[src/rtl/pwm_edge_pkg.sv]
package pwm_edge_pkg;
  localparam int OFF_PRESC  = 'h00;
  localparam int OFF_LAST   = 'h04;
  localparam int OFF_EN_LO  = 'h08;
  localparam int OFF_EN_HI  = 'h0C;
  localparam int OFF_CH     = 'h10;
  localparam int CH_STRIDE  = 8;
  localparam int OFF_SYNC   = 'hE4;
endpackage

[src/rtl/pwm_edge_timebase.sv]
module pwm_edge_timebase #(
  parameter int STEP_W = 8
) (
  input  logic              clk_i,
  input  logic              rst_ni,
  input  logic              wr_presc_i,
  input  logic              wr_last_i,
  input  logic [STEP_W-1:0] wval_i,
  input  logic              sync_i,
  output logic [STEP_W-1:0] presc_act_o,
  output logic [STEP_W-1:0] last_act_o,
  output logic [STEP_W-1:0] pcnt_o,
  output logic [STEP_W-1:0] step_o,
  output logic [STEP_W-1:0] step_nxt_o,
  output logic              tick_o,
  output logic              wrap_o
);
  logic [STEP_W-1:0] presc_sh, last_sh, presc_act, last_act, pcnt, step;
  logic tick, wrap;

  // >= keeps counters bounded after an immediate shrink
  assign tick = (pcnt >= presc_act);
  assign wrap = tick && (step >= last_act);

  always_ff @(posedge clk_i or negedge rst_ni) begin
    if (!rst_ni) begin
      presc_sh  <= '0;
      last_sh   <= '0;
      presc_act <= '0;
      last_act  <= '0;
      pcnt      <= '0;
      step      <= '0;
    end else begin
      pcnt <= tick ? '0 : pcnt + 1'b1;
      if (tick) step <= wrap ? '0 : step + 1'b1;
      if (wr_presc_i) presc_sh <= wval_i;
      if (wr_last_i)  last_sh  <= wval_i;
      if (wr_presc_i && !sync_i) presc_act <= wval_i;
      else if (wrap)             presc_act <= presc_sh;
      if (wr_last_i && !sync_i)  last_act  <= wval_i;
      else if (wrap)             last_act  <= last_sh;
    end
  end

  assign presc_act_o = presc_act;
  assign last_act_o  = last_act;
  assign pcnt_o      = pcnt;
  assign step_o      = step;
  assign step_nxt_o  = wrap ? '0 : step + 1'b1;
  assign tick_o      = tick;
  assign wrap_o      = wrap;
endmodule

[src/rtl/pwm_edge_chan.sv]
module pwm_edge_chan #(
  parameter int STEP_W     = 8,
  parameter bit HAS_SHADOW = 1'b1
) (
  input  logic              clk_i,
  input  logic              rst_ni,
  input  logic              wr_hi_i,
  input  logic              wr_lo_i,
  input  logic [STEP_W-1:0] wval_i,
  input  logic              sync_i,
  input  logic              tick_i,
  input  logic              wrap_i,
  input  logic [STEP_W-1:0] step_nxt_i,
  output logic [STEP_W-1:0] hi_act_o,
  output logic [STEP_W-1:0] lo_act_o,
  output logic              lvl_o
);
  logic [STEP_W-1:0] hi_act, lo_act, hi_eff, lo_eff;
  logic lvl, m_hi, m_lo;

  if (HAS_SHADOW) begin : g_shadow
    logic [STEP_W-1:0] hi_sh, lo_sh;
    always_ff @(posedge clk_i or negedge rst_ni) begin
      if (!rst_ni) begin
        hi_sh  <= '0;
        lo_sh  <= '0;
        hi_act <= '0;
        lo_act <= '0;
      end else begin
        if (wr_hi_i) hi_sh <= wval_i;
        if (wr_lo_i) lo_sh <= wval_i;
        if (wr_hi_i && !sync_i) hi_act <= wval_i;
        else if (wrap_i)        hi_act <= hi_sh;
        if (wr_lo_i && !sync_i) lo_act <= wval_i;
        else if (wrap_i)        lo_act <= lo_sh;
      end
    end
    // step 0 of a new period compares against the values loaded with it
    assign hi_eff = wrap_i ? hi_sh : hi_act;
    assign lo_eff = wrap_i ? lo_sh : lo_act;
  end else begin : g_direct
    always_ff @(posedge clk_i or negedge rst_ni) begin
      if (!rst_ni) begin
        hi_act <= '0;
        lo_act <= '0;
      end else begin
        if (wr_hi_i) hi_act <= wval_i;
        if (wr_lo_i) lo_act <= wval_i;
      end
    end
    assign hi_eff = hi_act;
    assign lo_eff = lo_act;
  end

  assign m_hi = (step_nxt_i == hi_eff);
  assign m_lo = (step_nxt_i == lo_eff);

  always_ff @(posedge clk_i or negedge rst_ni) begin
    if (!rst_ni) lvl <= 1'b0;
    else if (tick_i) begin
      if (m_hi && m_lo) lvl <= ~lvl;
      else if (m_hi)    lvl <= 1'b1;
      else if (m_lo)    lvl <= 1'b0;
    end
  end

  assign hi_act_o = hi_act;
  assign lo_act_o = lo_act;
  assign lvl_o    = lvl;
endmodule

[src/rtl/pwm_edge_regs.sv]
module pwm_edge_regs
  import pwm_edge_pkg::*;
#(
  parameter int NUM_CH = 16,
  parameter int STEP_W = 8,
  parameter int ADDR_W = 8,
  parameter int DATA_W = 32
) (
  input  logic                           clk_i,
  input  logic                           rst_ni,
  input  logic [ADDR_W-1:0]              addr_i,
  input  logic [DATA_W-1:0]              wdata_i,
  input  logic                           we_i,
  input  logic [STEP_W-1:0]              presc_act_i,
  input  logic [STEP_W-1:0]              last_act_i,
  input  logic [NUM_CH-1:0][STEP_W-1:0]  hi_act_i,
  input  logic [NUM_CH-1:0][STEP_W-1:0]  lo_act_i,
  output logic [DATA_W-1:0]              rdata_o,
  output logic [STEP_W-1:0]              wval_o,
  output logic                           wr_presc_o,
  output logic                           wr_last_o,
  output logic [NUM_CH-1:0]              wr_hi_o,
  output logic [NUM_CH-1:0]              wr_lo_o,
  output logic [NUM_CH-1:0]              en_o,
  output logic                           sync_o
);
  localparam int CH_IDX_W = $clog2(NUM_CH);
  localparam logic [ADDR_W-1:0] A_PRESC = ADDR_W'(OFF_PRESC);
  localparam logic [ADDR_W-1:0] A_LAST  = ADDR_W'(OFF_LAST);
  localparam logic [ADDR_W-1:0] A_EN_LO = ADDR_W'(OFF_EN_LO);
  localparam logic [ADDR_W-1:0] A_EN_HI = ADDR_W'(OFF_EN_HI);
  localparam logic [ADDR_W-1:0] A_SYNC  = ADDR_W'(OFF_SYNC);
  localparam logic [ADDR_W-1:0] A_CH    = ADDR_W'(OFF_CH);
  localparam logic [ADDR_W-1:0] A_CH_END = ADDR_W'(OFF_CH + CH_STRIDE * NUM_CH);

  logic [ADDR_W-1:0]   ch_off;
  logic [CH_IDX_W-1:0] ch_sel;
  logic                in_ch, is_lo;
  logic [NUM_CH-1:0]   en_q;
  logic [15:0]         en_pad;
  logic                sync_q;

  assign ch_off = addr_i - A_CH;
  assign ch_sel = ch_off[3 +: CH_IDX_W];
  assign is_lo  = ch_off[2];
  assign in_ch  = (addr_i >= A_CH) && (addr_i < A_CH_END) && (addr_i[1:0] == 2'b00);
  assign wval_o = wdata_i[STEP_W-1:0];

  assign wr_presc_o = we_i && (addr_i == A_PRESC);
  assign wr_last_o  = we_i && (addr_i == A_LAST);

  for (genvar c = 0; c < NUM_CH; c++) begin : g_ch
    assign wr_hi_o[c] = we_i && in_ch && (ch_sel == CH_IDX_W'(c)) && !is_lo;
    assign wr_lo_o[c] = we_i && in_ch && (ch_sel == CH_IDX_W'(c)) &&  is_lo;
    localparam logic [ADDR_W-1:0] A_EN = (c < 8) ? A_EN_LO : A_EN_HI;
    always_ff @(posedge clk_i or negedge rst_ni) begin
      if (!rst_ni) en_q[c] <= 1'b0;
      else if (we_i && addr_i == A_EN) en_q[c] <= wdata_i[c % 8];
    end
  end

  always_ff @(posedge clk_i or negedge rst_ni) begin
    if (!rst_ni) sync_q <= 1'b0;
    else if (we_i && addr_i == A_SYNC) sync_q <= wdata_i[0];
  end

  assign en_pad = 16'(en_q);

  always_comb begin
    rdata_o = '0;
    if (in_ch) rdata_o[STEP_W-1:0] = is_lo ? lo_act_i[ch_sel] : hi_act_i[ch_sel];
    else begin
      case (addr_i)
        A_PRESC: rdata_o[STEP_W-1:0] = presc_act_i;
        A_LAST:  rdata_o[STEP_W-1:0] = last_act_i;
        A_EN_LO: rdata_o[7:0] = en_pad[7:0];
        A_EN_HI: rdata_o[7:0] = en_pad[15:8];
        A_SYNC:  rdata_o[0]   = sync_q;
        default: rdata_o = '0;
      endcase
    end
  end

  assign en_o   = en_q;
  assign sync_o = sync_q;
endmodule

[src/rtl/pwm_edge_gen.sv]
module pwm_edge_gen #(
  parameter int              NUM_CH      = 16,
  parameter int              STEP_W      = 8,
  parameter int              ADDR_W      = 8,
  parameter int              DATA_W      = 32,
  parameter logic [NUM_CH-1:0] SHADOW_MASK = 16'h00FF
) (
  input  logic              clk_i,
  input  logic              rst_ni,
  input  logic [ADDR_W-1:0] addr_i,
  input  logic [DATA_W-1:0] wdata_i,
  input  logic              we_i,
  output logic [DATA_W-1:0] rdata_o,
  output logic [NUM_CH-1:0] pwm_o
);
  logic [STEP_W-1:0] wval, presc_act, last_act, pcnt, step_q, step_nxt;
  logic              wr_presc, wr_last, sync_q, tick, wrap;
  logic [NUM_CH-1:0] wr_hi, wr_lo, en_q, lvl;
  logic [NUM_CH-1:0][STEP_W-1:0] hi_act, lo_act;

  pwm_edge_regs #(
    .NUM_CH(NUM_CH), .STEP_W(STEP_W), .ADDR_W(ADDR_W), .DATA_W(DATA_W)
  ) u_regs (
    .clk_i, .rst_ni, .addr_i, .wdata_i, .we_i,
    .presc_act_i(presc_act), .last_act_i(last_act),
    .hi_act_i(hi_act), .lo_act_i(lo_act),
    .rdata_o, .wval_o(wval), .wr_presc_o(wr_presc), .wr_last_o(wr_last),
    .wr_hi_o(wr_hi), .wr_lo_o(wr_lo), .en_o(en_q), .sync_o(sync_q)
  );

  pwm_edge_timebase #(.STEP_W(STEP_W)) u_tb (
    .clk_i, .rst_ni, .wr_presc_i(wr_presc), .wr_last_i(wr_last),
    .wval_i(wval), .sync_i(sync_q),
    .presc_act_o(presc_act), .last_act_o(last_act), .pcnt_o(pcnt),
    .step_o(step_q), .step_nxt_o(step_nxt), .tick_o(tick), .wrap_o(wrap)
  );

  for (genvar c = 0; c < NUM_CH; c++) begin : g_chan
    pwm_edge_chan #(.STEP_W(STEP_W), .HAS_SHADOW(SHADOW_MASK[c])) u_chan (
      .clk_i, .rst_ni, .wr_hi_i(wr_hi[c]), .wr_lo_i(wr_lo[c]), .wval_i(wval),
      .sync_i(sync_q), .tick_i(tick), .wrap_i(wrap), .step_nxt_i(step_nxt),
      .hi_act_o(hi_act[c]), .lo_act_o(lo_act[c]), .lvl_o(lvl[c])
    );
  end

  assign pwm_o = en_q & lvl;
endmodule

[config.mk]
export PLATFORM = sky130hd
export DESIGN_NAME = pwm_edge_gen
export DESIGN_NICKNAME = d
export VERILOG_FILES = /design/src/rtl/pwm_edge_pkg.sv /design/src/rtl/pwm_edge_timebase.sv /design/src/rtl/pwm_edge_chan.sv /design/src/rtl/pwm_edge_regs.sv /design/src/rtl/pwm_edge_gen.sv
export SDC_FILE = /design/constraint.sdc
export NUM_CORES = 1
export LEC_CHECK = 0
export BUFFER_PORTS_ARGS = -buffer_cell sky130_fd_sc_hd__buf_2
export CAP_MARGIN = 25
export CELL_PAD_IN_SITES_DETAIL_PLACEMENT = 0
export CELL_PAD_IN_SITES_GLOBAL_PLACEMENT = 1
export CORE_MARGIN = 2
export CORE_UTILIZATION = 50
export DETAILED_ROUTE_END_ITERATION = 8
export GPL_TIMING_DRIVEN = 0
export PLACE_DENSITY_LB_ADDON = 0.15
export SLEW_MARGIN = 20
export SYNTH_ARGS = -nofsm -noshare
export SYNTH_HDL_FRONTEND = slang
export SYNTH_SLANG_ARGS = --single-unit
export TNS_END_PERCENT = 30
[constraint.sdc]
create_clock -name clk_i -period 4.1 [get_ports clk_i]
set_input_delay 0.41 -clock clk_i [delete_from_list [all_inputs] [get_ports clk_i]]
set_output_delay 0.41 -clock clk_i [all_outputs]
set_load 0.01 [all_outputs]
==> summary.txt <==
Yosys reg bits: 465
DRT iter0 DRCs: 2,474
minimum hold slack: 0.130 ns
Hold Path Class: input pin to flip-flop
crit path DAT: 3.68 ns
Slew @ Worst Pin: 1.15 ns
power per cell area: 427 nW/um^2
I/O Buffers: 34
commonest non-fill, non-tap cell in the layout: dfrtp_1
grt total ovfl: 0
Core Util, Final: 0.576
first-pass GRT wire length: 147,000 um
slowest CP cell: mux4_2
R2R Path Start: u_tb.step_o[0]
Area contributors post-synth: dfrtp_1 (45%), mux2_2 (12%), mux4_2 (7.0%)
die extent in x: 230 um
Hold Fails Final Rpt: 0
Synth Area in Adders: 0.0102
r2r setup slk: 0.02 ns
min Tclk post-route: 4.09 ns
1st-pass router iterations: 5
sequential area share after synthesis: 0.454
Via density: 6.53
Via Count: 20,300
Initial Util: 0.509
EDFF count, synth: 0
GP Congestion: 1.03
Final period util: 0.998
initial antenna violation count: 8
Post-route DRC: 0
CP max stage delay: 0.55 ns
Avg Inst Size Synth: 11.3 sq um
Worst Reg-to-Reg Cells: 14
layout overhead on the synthesized area: 13.2%
ys flop type: dfrtp_1
Worst Path Required: 3.69 ns
Ys Warns: 0
post-detail-place hpwl: 73,200 um
post-synthesis compound-gate area fraction: 0.0728
reg2reg end: g_chan[8].u_chan.lvl_o
post-route ant nets: 0
crit end category: output pin
Worst slew margin: 0.232
status: finished clean
RSZ-0062 raised after global routing: true
CTS tree: yes
Routed WL: 103,000 um
Core Area: 50,400 sq um
largest net degree at the start of global routing: 96
drt wl/cell: 33.0 um
LEAKAGE: 12.3 nW
Nets: 2,462
final worst slack: 0.00863 ns
final setup fails: 0
Final Instance Area: 29,000 sq um
cts bufs inserted: 51
Post-Synth Simple-Gate Area: 0.0992
crit-path cells: buf_2 -> buf_4 -> buf_6 -> inv_1 -> ha_1 -> xor2_1 -> buf_4 -> buf_4 -> mux4_2 -> mux2i_1 -> o32ai_1 -> buf_2
# rows: 82
Ports: 91
post-synthesis async set-or-reset flop share: 1.00
largest area contributor in the netlist: dfrtp_1
area fraction of the dominant cell type after synthesis: 0.454
vias in the first global route: 20,000
gr usage total: 0.390
Post-Syn Instances: 2,271
Worst Path Max Fanout: 10
clk sinks: 465
worst hold path stage count: 2
Max Slew Vio Count: 0
FMAX: 244 MHz
DP Worst Slack: -1.38 ns
clock-pin slew on the worst setup and hold paths: 0.06 ns
Max VDD drop: 0.000337 V
max cap viols: 0
htree depth: 2
crit start category: input pin
Crit Path Class: input pin to output pin
synth unique cells: 61
Synth Area in XOR/XNOR: 0.0877
clock skew: 0.0198 ns
later-pin clock latency in the skew report: 0.63 ns
Die H: 230 um
mux contribution to synthesized area: 0.237
critical path's most frequent cell: buf_4
largest family of logic cells by synthesized area: multiplexers
Endpoint, Worst Hold: g_chan[15].u_chan.hi_act_o[5]
Worst Min Path Start: wdata_i[5]
mapped cell area: 25,600 sq um
commonest non-fill, non-tap cells in the layout: dfrtp_1 (465), mux2_2 (274), nand2_1 (205)
DIE AREA: 53,100 sq um
Placed Area: 27,100 sq um
clk buf depth: 3
ratio of cells with drive above 1 in the final layout: 0.262
CTS root buffer: clkbuf_16
==> synth_stat cells (15+ instances only) <==
cell and number:
nor3_1 25, dfrtp_1 465, mux4_2 80, a31oi_1 37
mux2i_1 118, nand3_1 42, clkbuf_1 95, buf_4 31
mux2_2 274, ha_1 21, nor2_1 79, buf_2 34
nor2_2 15, nand2_1 207, nand4_1 23, nor4_1 49
and2_1 18, a21oi_1 50, xor2_1 72, buf_1 23
inv_1 27, xnor2_1 179, o21ai_0 164
==> registers in the layout, summed over array words and instances, names as in the netlist, 16 cells and up <==
signal                        count
g_chan.u_chan.hi_act_o          128
g_chan.u_chan.lo_act_o          128
g_chan.u_chan.g_shadow.hi_sh     64
g_chan.u_chan.g_shadow.lo_sh     64
g_chan.u_chan.lvl_o              16
u_regs.en_o                      16
==> critical path: cells and delay by family <==
kind	cells	cell delay (ns)
AO/OA/AOI/OAI	1	0.15
XOR/XNOR	1	0.21
adder cells (fa/ha/maj)	1	0.33
buffers and inverters	7	1.66
multiplexers	2	0.89
==> stage by stage <==
stage / TNS, ns / total power, mW / std cells
global placement: -3494.26 / 7.28 / 3000
finish: 0 / 12.4 / 3114
global route: -0.0457 / 12.7 / 3110
floorplan: 0 / 6.49 / 2294
CTS: 0 / 12.3 / 3109
detailed placement: -270.05 / 7.37 / 3017
==> how the worst max path moves through the flow <==
stage                   startpoint                endpoint  depth (start not counted)
floorplan                addr_i[4]              rdata_o[1]                         10
global placement            rst_ni          u_tb.pcnt_o[3]                          1
detailed placement  u_tb.step_o[0]  g_chan[7].u_chan.lvl_o                         16
CTS                 u_tb.step_o[0]  g_chan[8].u_chan.lvl_o                         15
global route             addr_i[4]              rdata_o[1]                         12
finish                   addr_i[4]              rdata_o[3]                         12
==> metal layers <==
| layer | vias to the layer above | global-route usage | share of wire |
|---|---|---|---|
| met5 | - | 0 | 0.00024 |
| met4 | 4 | 0.225 | 0.064 |
| met3 | 317 | 0.0858 | 0.11 |
| met2 | 1243 | 0.571 | 0.43 |
| met1 | 10400 | 0.536 | 0.39 |
| li1 | 8359 | - | - |
==> area by class of cell <==
cell class / count / area [sq um]
clock buffer: 72 / 1500
tap: 672 / 841
timing repair buffer: 55 / 502
antenna: 4 / 10.0
sequential: 465 / 11600
fill: 4316 / 21400
multi-input combinational: 1613 / 13200
buffer: 184 / 966
inverter: 28 / 105
clock inverter: 21 / 298
==> cell families after synthesis <==
kind of cell	after synthesis
xor+xnor	254
compound gates	322
flops	465
fa+ha+maj	21
mux	472
other cells	1
buf+inv	216
simple gates	520
==> report_power, final <==
group	total, mW	internal [mW]	leakage [nW]	switching, mW
registers	5.35	4.93	5.76	0.419
logic	2.02	0.827	5.62	1.20
clock network	5.02	2.98	0.890	2.04
total	12.4	8.74	12.3	3.66
==> timing repair <==
action,4_1_cts,5_1_grt
gates resized for setup,29,16
gates cloned,0,0
pin swaps,0,0
setup buffers,0,0
endpoints found under the hold margin,60,0
setup endpoints to repair,239,54
hold buffers,1,0
Power figures use the tool's default switching activity.
